**src/rtl/trapcmp_pkg.sv**
```systemverilog
package trapcmp_pkg;

    localparam int DATA_W  = 64;
    localparam int WORD_W  = 32;
    localparam int MASK_W  = 5;
    localparam int CAUSE_W = 4;
    localparam int N_LANES = 2;

    localparam logic [CAUSE_W-1:0] CAUSE_IDLE = 4'h0;
    localparam logic [CAUSE_W-1:0] CAUSE_TRAP = 4'h2;

    // Field order matches the mask bit positions (bit 4 down to bit 0).
    typedef struct packed {
        logic s_lt;
        logic s_gt;
        logic eq;
        logic u_lt;
        logic u_gt;
    } relation_t;

    typedef enum logic {
        LANE_WORD  = 1'b0,
        LANE_DWORD = 1'b1
    } lane_sel_e;

    function automatic logic any_enabled(input relation_t rel, input logic [MASK_W-1:0] mask);
        return |(rel & mask);
    endfunction

endpackage

```
**src/rtl/trapcmp_relate.sv**
```systemverilog
module trapcmp_relate
    import trapcmp_pkg::*;
#(
    parameter int W = 32
) (
    input  logic [W-1:0] a,
    input  logic [W-1:0] b,
    output relation_t    rel
);
    logic u_lt, u_gt, same, sign_differs;

    always_comb begin
        same         = (a == b);
        u_lt         = (a < b);
        u_gt         = !same && !u_lt;
        sign_differs = a[W-1] ^ b[W-1];
        rel.eq   = same;
        rel.u_lt = u_lt;
        rel.u_gt = u_gt;
        // With differing signs, the negative operand is the smaller one.
        rel.s_lt = sign_differs ? a[W-1] : u_lt;
        rel.s_gt = sign_differs ? b[W-1] : u_gt;
    end

    always_comb begin
        assert ($onehot({rel.s_lt, rel.s_gt, rel.eq}))
            else $error("AST_SIGNED_EXCLUSIVE");
    end
endmodule

```
**src/rtl/trapcmp_select.sv**
```systemverilog
module trapcmp_select
    import trapcmp_pkg::*;
(
    input  relation_t            rel,
    input  logic [MASK_W-1:0]    mask,
    output logic                 hit
);
    logic [MASK_W-1:0] term;

    for (genvar i = 0; i < MASK_W; i++) begin : g_term
        assign term[i] = mask[i] & rel[i];
    end

    assign hit = |term;
endmodule

```
**src/rtl/trapcmp_unit.sv**
```systemverilog
module trapcmp_unit
    import trapcmp_pkg::*;
(
    input  logic               clk,
    input  logic               rst,
    input  logic               in_valid,
    input  logic               mode_dword,
    input  logic [63:0]        opnd_a,
    input  logic [63:0]        opnd_b,
    input  logic [4:0]         cond_mask,
    output logic               trap_req,
    output logic [3:0]         trap_cause
);
    relation_t lane_rel [N_LANES];
    relation_t rel_sel;
    logic      hit;

    for (genvar g = 0; g < N_LANES; g++) begin : g_lane
        localparam int LW = (g == int'(LANE_WORD)) ? WORD_W : DATA_W;
        trapcmp_relate #(.W(LW)) u_rel (
            .a   (opnd_a[LW-1:0]),
            .b   (opnd_b[LW-1:0]),
            .rel (lane_rel[g])
        );
    end

    assign rel_sel = mode_dword ? lane_rel[int'(LANE_DWORD)] : lane_rel[int'(LANE_WORD)];

    trapcmp_select u_sel (
        .rel  (rel_sel),
        .mask (cond_mask),
        .hit  (hit)
    );

    always_ff @(posedge clk) begin
        if (rst) begin
            trap_req   <= 1'b0;
            trap_cause <= CAUSE_IDLE;
        end else begin
            trap_req   <= in_valid && hit;
            trap_cause <= (in_valid && hit) ? CAUSE_TRAP : CAUSE_IDLE;
        end
    end

    AST_RESET_QUIET: assert property (@(posedge clk) rst |=> (!trap_req && trap_cause == CAUSE_IDLE)) else $error("AST_RESET_QUIET");
    AST_ZERO_MASK: assert property (@(posedge clk) disable iff (rst) (in_valid && cond_mask == '0) |=> !trap_req) else $error("AST_ZERO_MASK");
    AST_FULL_MASK: assert property (@(posedge clk) disable iff (rst) (in_valid && &cond_mask) |=> trap_req) else $error("AST_FULL_MASK");
    AST_NEEDS_VALID: assert property (@(posedge clk) disable iff (rst) !in_valid |=> !trap_req) else $error("AST_NEEDS_VALID");
    AST_EQ_TRAPS: assert property (@(posedge clk) disable iff (rst) (in_valid && cond_mask[2] && opnd_a == opnd_b) |=> trap_req) else $error("AST_EQ_TRAPS");
    AST_CAUSE_TAG: assert property (@(posedge clk) disable iff (rst) trap_cause == (trap_req ? CAUSE_TRAP : CAUSE_IDLE)) else $error("AST_CAUSE_TAG");
endmodule

```
**config.mk**
```make
export PLATFORM = sky130hd
export DESIGN_NAME = trapcmp_unit
export DESIGN_NICKNAME = d
export VERILOG_FILES = /design/src/rtl/trapcmp_pkg.sv /design/src/rtl/trapcmp_relate.sv /design/src/rtl/trapcmp_select.sv /design/src/rtl/trapcmp_unit.sv
export SDC_FILE = /design/constraint.sdc
export NUM_CORES = 1
export LEC_CHECK = 0
export CORE_ASPECT_RATIO = 0.6
export CORE_MARGIN = 1.5
export CORE_UTILIZATION = 50
export DETAILED_ROUTE_END_ITERATION = 10
export DONT_BUFFER_PORTS = 1
export GPL_TIMING_DRIVEN = 0
export PLACE_DENSITY = 0.68
export SYNTH_ARGS = -nofsm -noshare
export SYNTH_HDL_FRONTEND = slang
export SYNTH_HIERARCHICAL = 1
export SYNTH_SLANG_ARGS = --single-unit
```
**constraint.sdc**
```tcl
create_clock -name clk -period 4.8 [get_ports clk]
set_input_delay 0.24 -clock clk [delete_from_list [all_inputs] [get_ports clk]]
set_output_delay 0.24 -clock clk [all_outputs]
set_load 0.03 [all_outputs]
```
==> summary.md, run 1 <==
| Metric | Value |
|---|---|
| Crit path arrival time | 2.80 ns |
| Final Worst Setup Slack | 1.88 ns |
| Grt ovf | 0 |
| Met2 WL | 2.68 mm |
| Number of fill cells | 498 |
| Die Wd | 99.8 µm |
| Peak supply drop | 0.0388 mV |
| Die H | 61.1 µm |
| Layout cells sized above 1 | 9.35% |
| N_diodes | 0 |
| First-pass iteration count of the detailed router | 4 |
| Via count | 2,487 |
| Io pins | 142 |
| P per Cell Area | 81.4 mW/mm² |
| CP Max Fanout | 4 |
| Mapped Area | 0.00281 mm² |
| Synthesized flop and latch total | 1 |
| WL/cell | 13.9 µm |
| Sequential element share of the synthesized area | 0.713% |
| Gpl congestion | 0.793 |
| Slew Viols, Final | 0 |
| Unrepaired setup endpoints after global routing | no |
| IO Port Bufs | 0 |
| Final setup violation count | 0 |
| Crit start category | input port |
| Starting Density | 53.7% |
| Post-Place Worst Slack | 1.88 ns |
| Area Growth Syn to Fin | 3.21% |
| EDFF count, synth | 0 |
| Multi-input gate area | 0.00234 mm² |
| Starting DRT DRC Count | 42 |
| Pin count of the biggest net entering global routing | 7 |
| Outcome | complete, no violations |
| Fin nets | 620 |
| Post-CTS sizing | 0 |
| Count of cell types in the netlist | 45 |
| Core Area | 0.00523 mm² |
| Highest routed layer | met3 |
| Setup TNS | 0 ns |
| P_leak | 1.76 nW |
| Crit share post-route | 60.8% |
| Synth async-reset ratio | 0% |
| Final wirelength | 6.26 mm |
| GRT Total Usage | 19.9% |
| Site row count | 20 |
| Max reg flops | 1 |
| Worst Hold End | trap_cause[1] |
| Final ANT Viol Nets | 0 |
| Antenna violations before repair | 0 |
| Fmax | 0.343 GHz |
| Worst EP required | 4.68 ns |
| Synthesized area per cell | 7.33 µm² |
| Die Area | 0.00609 mm² |
| Worst hold start | in_valid |
| Max Cap Viol | 0 |
| Met1 WL | 3.06 mm |
| Top reg by flops | trap_cause |
| Met3 routed WL | 518 µm |
| Hold_buf cts | 0 |
| Tightest Hold Check Type | in2reg |
| Critical path class | in2reg |
| Dominant synthesized flop cell | dfxtp_1 |
| Clock-pin slew on the worst setup and hold paths | 0 ns |
| Post-CTS Setup Inserts | 0 |
| Synth warn | 6 |
| Biggest regs | trap_cause (1) |
| Post-route DRC | 0 |
| Cells after Synth | 383 |
| CP endpoint kind | flip-flop |
| Worst hold stages | 1 |
| DR vias/cell | 5.51 |
| Tmin final | 2.92 ns |
| First-pass GRT wire length | 10.0 mm |
| DP HPWL | 5.99 mm |
| Final Hold Violating Endpoints | 0 |
| Vias in the first global route | 2,389 |
| Register Area | 20.0 µm² |
-- power breakdown --
group	switching, W	internal (W)
combinational	0.000120	0.000105
clock	0	0
sequential	0.00000186	0.00000922
total	0.000122	0.000114
-- metal layers --
metal / track usage (%) / up-vias
li1: - / 1337
met1: 27.6 / 1076
met3: 3.97 / 0
met5: 0 / -
met2: 34.3 / 74
met4: 0.805 / 0
-- worst max-delay path by stage --
| stage | startpoint | endpoint | slack, ns |
|---|---|---|---|
| final | opnd_b[46] | trap_cause[1] | 1.88 |
| after global routing | opnd_b[39] | trap_cause[1] | 1.60 |
| after CTS | opnd_b[39] | trap_cause[1] | 1.88 |
| after detailed placement | opnd_b[39] | trap_cause[1] | 1.88 |
| after global placement | opnd_b[46] | trap_cause[1] | 1.95 |
| after floorplan | opnd_b[46] | trap_cause[1] | 2.15 |
-- through the flow --
step	power [W]	area [µm²]	utilization (%)	hold WS [ns]	cells
after floorplan	0.000194	2820	-	0.396	385
after global placement	0.000227	2900	55.4	0.397	451
after detailed placement	0.000235	2900	55.4	0.412	451
after CTS	0.000237	2900	55.4	0.417	451
after global routing	0.000273	2900	55.4	0.441	451
final	0.000236	2900	55.4	0.413	451
-- final cells by class --
class / instances / area share, %
Inverter: 101 / 13.1
Multi-Input combinational cell: 273 / 80.8
Tap cell: 66 / 2.85
Buffer: 10 / 2.59
Sequential cell: 1 / 0.691
-- cell usage in the layout (no fill, tap or decap), drive strengths merged, types with 2 or more instances in the layout --
cell type / Yosys / layout
nand4: 23 / 23
o21ai: 12 / 12
inv: 101 / 101
nor4: 4 / 4
o21bai: 2 / 2
ha: 96 / 96
nand3: 8 / 8
a221oi: 2 / 2
o2bb2ai: 2 / 2
nand2: 26 / 26
a31o: 2 / 2
nand2b: 2 / 2
a21o: 3 / 3
nor2: 10 / 10
conb: 1 / 3
and4: 2 / 2
nor3: 4 / 4
a21oi: 42 / 42
and2: 2 / 2
and3: 2 / 2
mux2: 5 / 5
a221o: 2 / 2
a211oi: 5 / 5
buf: 10 / 10
-- cells in the mapped netlist, types with 2 or more instances --
cell type | number | area [µm²]
a211oi_1 | 4 | 30.0
a21o_1 | 3 | 22.5
a21oi_1 | 42 | 210
a221o_1 | 2 | 20.0
a221oi_1 | 2 | 17.5
a31o_1 | 2 | 17.5
and2_1 | 2 | 12.5
and3_2 | 2 | 15.0
and4_1 | 2 | 17.5
buf_4 | 10 | 75.1
ha_1 | 96 | 1200
inv_1 | 101 | 379
mux2_2 | 5 | 56.3
nand2_1 | 26 | 97.6
nand2b_1 | 2 | 12.5
nand3_1 | 8 | 40.0
nand4_1 | 13 | 81.3
nand4_2 | 10 | 125
nor2_1 | 10 | 37.5
nor3_1 | 3 | 15.0
nor4_4 | 2 | 42.5
o21ai_0 | 10 | 50.1
o21ai_1 | 2 | 10.0
o21bai_1 | 2 | 15.0
o2bb2ai_1 | 2 | 17.5
-- cells by family after synthesis --
family | Yosys count | share of synthesized area, %
DFF | 1 | 0.713
adders and majority gates | 96 | 42.8
AOI/OAI and AO/OA | 80 | 17.7
and+or+nand+nor | 88 | 20.2
muxes | 6 | 2.36
other | 1 | 0.134
buffers and inverters | 111 | 16.2
-- critical path, stage by stage --
cell and delay, ns:
inv_1 0.02, ha_1 0.31, a21oi_1 0.16, nand2_1 0.07, a221o_1 0.35, o2bb2ai_1 0.14
a211oi_2 0.21, nand3b_2 0.15, and2_1 0.18, buf_4 0.12, mux2_2 0.26, a222oi_1 0.32
nand2_1 0.08, and3b_1 0.19
No activity file was read; power rests on OpenSTA's default activity.
==> run 2, diff against run 1 <==
Clock period 4.8 ns to 2.9 ns, I/O delays scaled along.
==> run 2 against run 1 <==
Die area unchanged. Via count increased by 2.9%. Highest routed layer is now met4. Largest cell class unchanged. Sequential power increased by 65%. Total power increased by 84%. Global-route usage unchanged. Hold slack got worse by 0.083 ns. Combinational power increased by 85%. Critical endpoint unchanged. Sequential cell count unchanged. Setup slack got worse by 1.7 ns. Wire length increased by 7.9%. Final cell count increased by 1.1%.
==> summary.md, run 2 (synthesis gave the netlist of run 1 again) <==
| Metric | Value |
|---|---|
| Antenna violations before repair | 0 |
| Tmin final | 2.76 ns |
| Post-Place Worst Slack | 0.0701 ns |
| GRT Total Usage | 19.9% |
| CP endpoint kind | flip-flop |
| Slew Viols, Final | 0 |
| CP Max Fanout | 4 |
| Worst hold stages | 1 |
| Seq pwr share | 4.2% |
| Final Hold Violating Endpoints | 0 |
| Sw Ratio | 50.1% |
| Total power draw | 0.000435 W |
| Top reg by flops | trap_cause |
| Die H | 61.1 µm |
| Placed cell areas | 0.00290 mm² |
| Outcome | complete, no violations |
| First-pass iteration count of the detailed router | 4 |
| Die Wd | 99.8 µm |
| Via count | 2,560 |
| Final setup violation count | 0 |
| Worst-case hold slack | 0.330 ns |
| Psw | 0.000218 W |
| Combinational Power Share | 95.8% |
| Design Area, Final | 0.00314 mm² |
| Unrepaired setup endpoints after global routing | no |
| Worst hold start | in_valid |
| Pin count of the biggest net entering global routing | 7 |
| Crit start category | input port |
| Worst Hold End | trap_cause[1] |
| Final wirelength | 6.76 mm |
| Clk network pwr share | 0% |
| P_int | 0.000217 W |
| Setup TNS | 0 ns |
| Fmax | 0.362 GHz |
| Critical path class | in2reg |
| Crit path max-delay cell type | a221o_1 |
| Crit path arrival time | 2.64 ns |
| Final ANT Viol Nets | 0 |
| Crit-path cells | inv_1 > ha_4 > a21oi_2 > o21ai_1 > a221o_1 > o2bb2ai_2 > a211oi_2 > nand3b_4 > and2_4 > buf_4 > mux2_2 > a222oi_1 > nand2_1 > and3b_1 |
| Core Area | 0.00523 mm² |
| WL/cell | 14.8 µm |
| Final Worst Setup Slack | 0.139 ns |
| P per Cell Area | 139 mW/mm² |
| Biggest regs | trap_cause (1) |
| Area Growth Syn to Fin | 11.8% |
| Commonest non-fill, non-tap cell in the layout | inv_1 |
| Grt ovf | 0 |
| Commonest non-fill, non-tap cells in the layout | 99 x inv_1, 84 x ha_1, 37 x a21oi_1, 26 x nand2_1, 15 x buf_4 |
| First-pass GRT wire length | 10.0 mm |
| DP HPWL | 5.99 mm |
| P_leak | 1.79 nW |
| DR vias/cell | 5.61 |
| Met3 Usage GRT | 3.97% |
| Clock-pin slew on the worst setup and hold paths | 0 ns |
| Peak supply drop | 0.0687 mV |
| Starting Density | 53.7% |
| Max reg flops | 1 |
| M2 GR Usage | 34.3% |
| Post-route DRC | 0 |
| Io pins | 142 |
| Worst EP required | 2.78 ns |
| Busiest grt layer | met2 |
| Die Area | 0.00609 mm² |
| Fin nets | 625 |
| Tightest Hold Check Type | in2reg |
| GRT met1 Usage | 27.6% |
| Site row count | 20 |
| Crit share post-route | 95.2% |
| Starting DRT DRC Count | 58 |
| Largest stage delay, worst path | 0.34 ns |
| Layout cells sized above 1 | 16.7% |
| Gpl congestion | 0.793 |
| IO Port Bufs | 0 |
| Hold_buf cts | 0 |
| N_diodes | 0 |
| Max Cap Viol | 0 |
| Vias in the first global route | 2,389 |
run 2: routing by layer:
metal  up-vias  wire [µm]  share of wire (%)
met5         -          0                  0
met4         0         36               0.53
met3         4        538                8.0
met2        86       3050                 45
met1      1126       3130                 46
li1       1344          -                  -
run 2: worst max-delay path, delay by kind of cell:
kind,cells,cell delay (ns)
compound gates,6,1.29
fa+ha+maj,1,0.22
buf+inv,2,0.21
mux,1,0.26
simple gates,4,0.53
run 2: layout make-up:
| class | count | area, µm² |
|---|---|---|
| plain buffers | 10 | 75.1 |
| fillers | 481 | 2090 |
| inverters | 101 | 379 |
| multi-input cells | 273 | 2540 |
| flip-flops and latches | 1 | 20.0 |
| well taps | 66 | 82.6 |
| repair buffers | 5 | 37.5 |
run 2: power by group through the flow:
stage	Clock, W	Combinational (W)	Sequential [W]
floorplan	0	0.000303	0.0000181
global placement	0	0.000357	0.0000183
detailed placement	0	0.000371	0.0000184
CTS	0	0.000374	0.0000184
global route	0	0.000477	0.0000187
finish	0	0.000417	0.0000183
run 2: worst max path at each step:
stage	endpoint	slack, ns	cells after the start	startpoint
5_1_grt	trap_cause[1]	0.004	14	opnd_b[40]
6_report	trap_cause[1]	0.14	14	opnd_b[35]
2_1_floorplan	trap_cause[1]	0.35	14	opnd_b[46]
3_5_place_dp	trap_cause[1]	0.07	14	opnd_b[39]
4_1_cts	trap_cause[1]	0.07	14	opnd_b[39]
3_3_place_gp	trap_cause[1]	0.14	14	opnd_b[46]
run 2: repair_timing:
item                                    4_1_cts  5_1_grt
endpoints found under the setup margin        0        1
setup buffers                                 0        5
resized for setup                             0       28
run 2: stage by stage:
step	std cells	utilization [%]
floorplan	385	-
global placement	451	55.4
detailed placement	451	55.4
CTS	451	55.4
global route	456	60.0
finish	456	60.0
==> run 3, diff against run 2 <==
Settings changed: PLACE_DENSITY 0.68 to 0.66.
==> run 3 against run 2 <==
Setup slack got worse by 0.037 ns. Maximum frequency decreased by 1.3%. Final cell count decreased by 0.88%. Sequential share of layout area about the same. Design area decreased by 2.0%. Total power decreased by 4.2%. Sequential cell count unchanged. Core utilization decreased by 1.2 points. Global-route usage decreased by 0.075 points. Combinational power decreased by 4%. Sequential power about the same. First-iteration DRC count decreased by 14%. Critical endpoint unchanged. Largest power group unchanged.
==> summary.md, run 3 (synthesis gave the netlist of run 1 again) <==
| Metric | Value |
|---|---|
| GRT Total Usage | 19.8% |
| Non-filler cells, final | 452 |
| Design Area, Final | 0.00308 mm² |
| Number of fill cells | 516 |
| Worst-case hold slack | 0.308 ns |
| First-pass iteration count of the detailed router | 4 |
| CP Max Fanout | 4 |
| Max Cap Viol | 0 |
| Fmax | 0.357 GHz |
| DP HPWL | 5.82 mm |
| Die Area | 0.00609 mm² |
| Worst hold start | in_valid |
| Antenna violations before repair | 0 |
| Crit path arrival time | 2.68 ns |
| Setup TNS | 0 ns |
| WL/cell | 13.9 µm |
| Final setup violation count | 0 |
| First-pass GRT wire length | 10.1 mm |
| Placed cell areas | 0.00290 mm² |
| Commonest non-fill, non-tap cells in the layout | 101 x inv_1, 85 x ha_1, 39 x a21oi_1, 26 x nand2_1, 13 x nand4_1 |
| Io pins | 142 |
| Via count | 2,469 |
| DR vias/cell | 5.46 |
| Crit-path cells | inv_1 > ha_1 > nand4_1 > nor3_2 > a221o_1 > o2bb2ai_2 > a211oi_2 > nand3b_4 > and2_4 > buf_4 > mux2_2 > a222oi_1 > nand2_1 > and3b_1 |
| Crit share post-route | 96.5% |
| IO Port Bufs | 0 |
| Final Hold Violating Endpoints | 0 |
| Die H | 61.1 µm |
| Layout cells sized above 1 | 14.2% |
| N_diodes | 0 |
| Vias in the first global route | 2,368 |
| Die Wd | 99.8 µm |
| Starting Density | 53.7% |
| Peak supply drop | 0.0793 mV |
| Area Growth Syn to Fin | 9.58% |
| Hold_buf cts | 0 |
| Critical path class | in2reg |
| Crit start category | input port |
| P_leak | 1.77 nW |
| Starting DRT DRC Count | 50 |
| Gpl congestion | 0.746 |
| Tightest Hold Check Type | in2reg |
| Grt ovf | 0 |
| Core Area | 0.00523 mm² |
| Placed insts | 451 |
| Biggest regs | trap_cause (1) |
| Tmin final | 2.80 ns |
| Top reg by flops | trap_cause |
| P per Cell Area | 135 mW/mm² |
| Final ANT Viol Nets | 0 |
| Final wirelength | 6.28 mm |
| Commonest non-fill, non-tap cell in the layout | inv_1 |
| Largest stage delay, worst path | 0.34 ns |
| Worst EP required | 2.78 ns |
| Site row count | 20 |
| Max reg flops | 1 |
| Clock-pin slew on the worst setup and hold paths | 0 ns |
| CP endpoint kind | flip-flop |
| Fin nets | 621 |
| Pin count of the biggest net entering global routing | 7 |
| CP Launch Point | opnd_b[45] |
| Outcome | complete, no violations |
| Critical Path End | trap_cause[1] |
| Post-route DRC | 0 |
| Slew Viols, Final | 0 |
| Total power draw | 0.000417 W |
| Crit path max-delay cell type | a211oi_2 |
run 3: metrics by stage:
stage / setup WS, ns / util (%)
after floorplan: 0.350 / -
after global placement: 0.0840 / 55.4
after detailed placement: 0.102 / 55.4
after CTS: 0.0958 / 55.4
after global routing: -0.00567 / 58.9
final: 0.102 / 58.9
run 3: how the worst min path moves through the flow:
stage                          to  slack [ns]  depth (start not counted)
finish              trap_cause[1]        0.31                          1
global placement    trap_cause[1]        0.30                          1
floorplan           trap_cause[1]        0.30                          1
detailed placement  trap_cause[1]        0.31                          1
global route        trap_cause[1]        0.31                          1
CTS                 trap_cause[1]        0.31                          1
run 3: power by group:
part	internal, W	total [W]	switching, W
logic	0.000191	0.000399	0.000207
clock network	0	0	0
registers	0.0000153	0.0000183	0.00000300
total	0.000207	0.000417	0.000210
run 3: worst max-delay path, delay by kind of cell:
family | cells | cell delay (ns)
fa+ha+maj | 1 | 0.30
buf+inv | 2 | 0.14
simple gates | 6 | 0.73
mux | 1 | 0.25
compound gates | 4 | 1.11
run 3: final cells by class:
type                       instances  area [µm²]  share of cell area, %
timing repair buffer               1        7.51                  0.244
inverter                         101         379                   12.3
sequential                         1        20.0                  0.650
tap                               66        82.6                   2.68
buffer                            10        75.1                   2.44
multi-input combinational        273        2510                   81.7
run 3: metal layers:
layer / wire, µm / vias to the layer above / GRT usage [%]
met5: 0 / - / 0
met4: 0 / 0 / 0
met3: 439 / 0 / 2.50
met2: 2710 / 76 / 33.1
met1: 3140 / 1059 / 29.4
li1: - / 1334 / -
run 3: timing repair:
action | CTS | global route
endpoints found under the setup margin | 0 | 1
resized for setup | 0 | 22
buffers inserted | 0 | 1
